--- src/rtl/cvt_pkg.sv ---
`timescale 1ns/1ps
package cvt_pkg;
  typedef enum logic [1:0] {
    LAT_BAD_LO = 2'b00,
    LAT_EOC    = 2'b01,
    LAT_NEXT   = 2'b10,
    LAT_BAD_HI = 2'b11
  } lat_mode_e;

  typedef enum logic [1:0] {
    PH_IDLE = 2'b00,
    PH_CONV = 2'b01,
    PH_ACQ  = 2'b10
  } phase_e;
endpackage

--- src/rtl/cvt_edge.sv ---
`timescale 1ns/1ps
module cvt_edge (
  input  logic clk,
  input  logic rst,
  input  logic sig_n,
  output logic fall
);
  logic prev_q;

  always_ff @(posedge clk) begin
    if (rst) prev_q <= 1'b1;
    else     prev_q <= sig_n;
  end

  assign fall = prev_q & ~sig_n;
endmodule

--- src/rtl/cvt_power.sv ---
`timescale 1ns/1ps
module cvt_power #(
  parameter int NAP_WAKE_CYCLES  = 60,
  parameter int STBY_WAKE_CYCLES = 200
) (
  input  logic clk,
  input  logic rst,
  input  logic nap,
  input  logic stby,
  output logic ready
);
  localparam int MAXW = (NAP_WAKE_CYCLES > STBY_WAKE_CYCLES) ? NAP_WAKE_CYCLES : STBY_WAKE_CYCLES;
  localparam int CW   = $clog2(MAXW + 1);

  logic [CW-1:0] wake_cnt;

  always_ff @(posedge clk) begin
    if (rst)                wake_cnt <= '0;
    else if (stby)          wake_cnt <= CW'(STBY_WAKE_CYCLES);
    else if (nap)           wake_cnt <= CW'(NAP_WAKE_CYCLES);
    else if (wake_cnt != 0) wake_cnt <= wake_cnt - 1'b1;
  end

  assign ready = !nap && !stby && (wake_cnt == '0);

  // right after nap drops, the wake-up wait is still running
  p_wake_pending_r10: assert property (@(posedge clk) disable iff (rst)
    ($fell(nap) && !stby && !$past(rst)) |-> !ready);
endmodule

--- src/rtl/cvt_seq.sv ---
`timescale 1ns/1ps
module cvt_seq
  import cvt_pkg::*;
#(
  parameter int CONV_CYCLES = 60,
  parameter int ACQ_CYCLES  = 14
) (
  input  logic clk,
  input  logic rst,
  input  logic go,
  output logic busy_n,
  output logic eoc,
  output logic idle,
  output logic in_conv
);
  localparam int MAXC = (CONV_CYCLES > ACQ_CYCLES) ? CONV_CYCLES : ACQ_CYCLES;
  localparam int CW   = $clog2(MAXC + 1);

  phase_e        phase;
  logic [CW-1:0] cnt;

  assign idle    = (phase == PH_IDLE);
  assign in_conv = (phase == PH_CONV);
  assign eoc     = in_conv && (cnt == '0);

  always_ff @(posedge clk) begin
    if (rst) begin
      phase  <= PH_IDLE;
      cnt    <= '0;
      busy_n <= 1'b1;
    end else begin
      unique case (phase)
        PH_IDLE: if (go) begin
          phase  <= PH_CONV;
          cnt    <= CW'(CONV_CYCLES - 1);
          busy_n <= 1'b0;
        end
        PH_CONV: if (cnt == '0) begin
          phase  <= PH_ACQ;
          cnt    <= CW'(ACQ_CYCLES - 1);
          busy_n <= 1'b1;
        end else begin
          cnt <= cnt - 1'b1;
        end
        PH_ACQ: if (cnt == '0) phase <= PH_IDLE;
                else           cnt   <= cnt - 1'b1;
        default: phase <= PH_IDLE;
      endcase
    end
  end

  // busy only drops in response to an accepted start
  p_busy_from_go_r2: assert property (@(posedge clk) disable iff (rst)
    $fell(busy_n) |-> $past(go));
endmodule

--- src/rtl/adc_seq_ctrl.sv ---
`timescale 1ns/1ps
module adc_seq_ctrl
  import cvt_pkg::*;
#(
  parameter int DW               = 15,
  parameter int CONV_CYCLES      = 60,
  parameter int ACQ_CYCLES       = 14,
  parameter int NAP_WAKE_CYCLES  = 60,
  parameter int STBY_WAKE_CYCLES = 200
) (
  input  logic          clk,
  input  logic          rst,
  input  logic          start_n,
  input  logic [1:0]    lat_sel,
  input  logic          nap,
  input  logic          stby,
  input  logic          cs_n,
  input  logic          rd_n,
  input  logic [DW-1:0] result_in,
  output logic          busy_n,
  output logic [DW-1:0] data_out,
  output logic          data_oe,
  output logic          overlap_err,
  output logic          reject_err
);
  localparam int LW = $clog2(CONV_CYCLES + 2);

  logic      start_fall, ready, eoc, idle, in_conv, go, mode_ok;
  lat_mode_e cur_mode;
  logic [DW-1:0] pend_q;

  cvt_edge u_edge (
    .clk  (clk),
    .rst  (rst),
    .sig_n(start_n),
    .fall (start_fall)
  );

  cvt_power #(
    .NAP_WAKE_CYCLES (NAP_WAKE_CYCLES),
    .STBY_WAKE_CYCLES(STBY_WAKE_CYCLES)
  ) u_power (
    .clk  (clk),
    .rst  (rst),
    .nap  (nap),
    .stby (stby),
    .ready(ready)
  );

  cvt_seq #(
    .CONV_CYCLES(CONV_CYCLES),
    .ACQ_CYCLES (ACQ_CYCLES)
  ) u_seq (
    .clk    (clk),
    .rst    (rst),
    .go     (go),
    .busy_n (busy_n),
    .eoc    (eoc),
    .idle   (idle),
    .in_conv(in_conv)
  );

  assign mode_ok = (lat_sel == LAT_EOC) || (lat_sel == LAT_NEXT);
  assign go      = start_fall && idle && ready && mode_ok;
  assign data_oe = !cs_n && !rd_n;

  always_ff @(posedge clk) begin
    if (rst) begin
      cur_mode    <= LAT_EOC;
      pend_q      <= '0;
      data_out    <= '0;
      overlap_err <= 1'b0;
      reject_err  <= 1'b0;
    end else begin
      if (go) cur_mode <= lat_mode_e'(lat_sel);
      if (eoc) pend_q <= result_in;
      if (eoc && cur_mode == LAT_EOC)
        data_out <= result_in;
      else if (go && lat_sel == LAT_NEXT)
        data_out <= pend_q;
      if (start_fall && in_conv)        overlap_err <= 1'b1;
      else if (start_fall && !go)       reject_err  <= 1'b1;
    end
  end

  // Checker state: length of the current busy-low stretch
  logic [LW-1:0] low_run;
  always_ff @(posedge clk) begin
    if (rst || busy_n) low_run <= '0;
    else               low_run <= low_run + 1'b1;
  end

  // busy never stays low past the conversion window
  p_busy_len_r2: assert property (@(posedge clk) disable iff (rst)
    low_run <= LW'(CONV_CYCLES));

  // immediate policy shows the stub result as busy rises
  p_eoc_load_r3: assert property (@(posedge clk) disable iff (rst)
    ($rose(busy_n) && !$past(rst) && cur_mode == LAT_EOC) |-> data_out == $past(result_in));

  // a start seen during a conversion raises the overlap flag
  p_overlap_r7: assert property (@(posedge clk) disable iff (rst)
    (start_fall && !busy_n) |=> overlap_err);

  // while powered down an idle block does not start
  p_asleep_r9: assert property (@(posedge clk) disable iff (rst)
    ((nap || stby) && busy_n) |=> busy_n);

  // the edge after reset leaves busy released
  p_abort_r11: assert property (@(posedge clk) disable iff (rst)
    $past(rst) |-> busy_n);
endmodule

--- config.mk ---
export PLATFORM = sky130hd
export DESIGN_NAME = adc_seq_ctrl
export DESIGN_NICKNAME = d
export VERILOG_FILES = /design/src/rtl/cvt_pkg.sv /design/src/rtl/cvt_edge.sv /design/src/rtl/cvt_power.sv /design/src/rtl/cvt_seq.sv /design/src/rtl/adc_seq_ctrl.sv
export SDC_FILE = /design/constraint.sdc
export NUM_CORES = 1
export LEC_CHECK = 0
export BUFFER_PORTS_ARGS = -buffer_cell sky130_fd_sc_hd__buf_2
export CAP_MARGIN = 20
export CORE_MARGIN = 2
export CORE_UTILIZATION = 50
export CTS_CLUSTER_SIZE = 30
export DETAILED_ROUTE_END_ITERATION = 10
export PLACE_DENSITY = 0.73
export SLEW_MARGIN = 30
export SYNTH_ARGS = -nofsm -noshare
export SYNTH_HDL_FRONTEND = slang
export SYNTH_SLANG_ARGS = --single-unit
--- constraint.sdc ---
create_clock -name clk -period 2.69 [get_ports clk]
set_input_delay 0.4035 -clock clk [delete_from_list [all_inputs] [get_ports clk]]
set_output_delay 0.4035 -clock clk [all_outputs]
set_load 0.05 [all_outputs]
==> flow_summary.json <==
{
  "yosysWarnings": 0,
  "yosysSeqAreaShare": 0.424,
  "nets": 347,
  "dp_hpwl_um": 3670,
  "synth_fp_nets": 308,
  "cts_buffers": 5,
  "drv_slew": 0,
  "route.detailed.drc": 0,
  "cap_violations": 0,
  "synth-edff-count": 0,
  "num-fill-cells": 449,
  "min_period_ns": 2.27,
  "ys_ff_latch": 52,
  "synthArstFlopShare": 0,
  "status": "complete, no violations",
  "ir_drop_v": 0.000551,
  "cts_hold_buffers": 0,
  "die_area_mm2": 0.00548,
  "worstPathCellList": "inv_1, ha_1, or4b_4, o41ai_4, buf_4, a21oi_1, a311oi_1",
  "antenna_found_initial": 0,
  "cts_tree": "yes",
  "rsz0062_at_grt": "false",
  "insertedDiodeCount": 0,
  "critPathSlowestCell": "or4b_4",
  "timing.final.ws_setup_ns": 0.417,
  "syn_area_per_cell_um2": 8.85,
  "crit_buf_inv": 2,
  "num_rows": 25,
  "die_h_um": 74.0,
  "root_buffer": "clkbuf_8",
  "path_delay_family": "compound AO/OA/AOI/OAI gates",
  "fin_crit_sh": 0.845,
  "path_class": "flip-flop to flip-flop",
  "holdWs_ns": 0.331,
  "drive_above_1_share": 0.227,
  "post-cts-setup-buffers": 0,
  "drt_iter0_markers": 145,
  "overflow": 0,
  "die_x_um": 74.0,
  "critPathLaunchType": "flip-flop",
  "routed_wl_um": 5390,
  "grt_pass1_vias": 1803,
  "fmax_mhz": 440,
  "vias_per_cell": 5.53,
  "port_buffers": 42,
  "p_per_area_mw_per_mm2": 960,
  "routabilityCongestion": 0.794,
  "required_ns": 2.90,
  "initial_core_util": 0.519,
  "finalPower_mw": 2.71,
  "clk_pin_slew_ns": 0.10,
  "slowest_delay_ns": 0.55,
  "cp_max_fo": 5,
  "leakagePower_nw": 1.18,
  "skew_ns": 0.00647,
  "core-area_mm2": 0.00472,
  "finalHoldViolCount": 0,
  "synth_cell_type_count": 55,
  "cts_resized": 0,
  "area_growth_pct": 15.3,
  "vias": 2122,
  "ys.flop_type": "dfxtp_1",
  "antenna_left": 0,
  "cp.arrival_ns": 2.49,
  "netlist_area_mm2": 0.00245,
  "dr.pass1.iters": 4,
  "clk_latency_ns": 0.31,
  "htree_levels": 2,
  "synthCells": 277,
  "dpl_worst_slack_ns": 0.262,
  "wl_per_cell_um": 14.0,
  "track_usage": 0.203,
  "grt_max_degree": 53,
  "cts.sink_count": 52,
  "cts.path.max_buffers": 2,
  "grt_pass1_wl_um": 8620,
  "hp-class": "primary input to flip-flop",
  "max-slew-margin-rel": 0.384,
  "final.setup.tns_ns": 0,
  "ios": 43,
  "setup_viol": 0,
  "worst_pin_slew_ns": 0.923,
  "critical_path.endpoint_type": "flip-flop"
}
[registers in the layout, indices dropped and copies added, names as in the netlist]
register and cells:
overlap_err 1, cur_mode 2, u_seq.phase 2, u_edge.prev_q 1, u_seq.cnt 6, data_out 15
reject_err 1, u_power.wake_cnt 8, u_seq.busy_n 1, pend_q 15
[synth_stat cells (2+ instances only)]
library cell	count	area [um^2]
a211oi_1	2	15.0
a21oi_1	46	230
a311oi_1	4	35.0
buf_2	2	10.0
buf_6	2	22.5
clkbuf_1	9	33.8
dfxtp_1	52	1040
ha_1	7	87.6
inv_1	24	90.1
mux2i_1	2	20.0
nand2_1	36	135
nand2b_1	4	25.0
nand3b_1	2	15.0
nor2_1	11	41.3
nor2b_1	2	12.5
nor3_1	5	25.0
nor3b_1	2	15.0
nor4_1	2	12.5
nor4b_1	2	17.5
o21ai_0	6	30.0
o221a_1	10	113
o221a_2	5	56.3
o31ai_1	2	15.0
or2_2	3	18.8
or3_1	4	25.0
xnor2_1	2	17.5
[metrics by stage]
step                area (um^2)  utilization  instances
finish                     2830        0.599        384
global placement           2710        0.573        376
CTS                        2830        0.599        384
detailed placement         2710        0.573        376
floorplan                  2450            -        277
global route               2830        0.599        384
[power by group]
part	total (mW)	switching [mW]	internal (mW)	leakage, nW
combinational	1.11	0.711	0.403	0.697
sequential	1.03	0.108	0.923	0.423
clock	0.570	0.265	0.305	0.0614
total	2.71	1.08	1.63	1.18
[area by class of cell]
class,instances,area (um^2),area share
Timing Repair Buffer,47,248,0.0876
Inverter,24,90.1,0.0319
Clock buffer,6,82.6,0.0292
Tap cell,67,83.8,0.0296
Clock inverter,2,38.8,0.0137
Sequential cell,52,1040,0.368
Multi-Input combinational cell,186,1240,0.440
[worst min-delay path, cell delays in order]
cell and delay, ns:
buf_2 0.10, nand2_1 0.05, a21oi_1 0.05
[metal layers]
layer	up-vias	track usage	routed length, um
met5	-	0	0
met1	987	0.301	2600
li1	1069	-	-
met2	58	0.300	2450
met3	8	0.0366	275
met4	0	0.0646	61
[worst paths after layout]
check	slack (ns)	cells after the start	startpoint	to
worst max-delay path	0.42	7	u_power.wake_cnt[0]	u_seq.cnt[4]
worst min-delay path	0.33	3	result_in[3]	pend_q[3]
worst max register to register	0.42	7	u_power.wake_cnt[0]	u_seq.cnt[4]
worst min register to register	0.46	2	pend_q[3]	pend_q[3]
[cell usage in the layout (no fill, tap or decap), types with 5 or more instances in the layout]
cell      instances
dfxtp_1          52
a21oi_1          46
buf_2            42
nand2_1          36
inv_1            24
nor2_1           11
o221a_1          10
ha_1              7
o21ai_0           6
clkbuf_8          6
nor3_1            5
o221a_2           5
buf_4             5
[cells by family after synthesis]
logic type,count (synthesis),synth area share
AOI/OAI and AO/OA,88,0.259
xor gates and xnor gates,3,0.0107
adders and majority gates,7,0.0357
buffers and inverters,39,0.0684
DFF,52,0.424
muxes,2,0.00816
and+or+nand+nor,86,0.194
(Power assumes the default switching activity.)
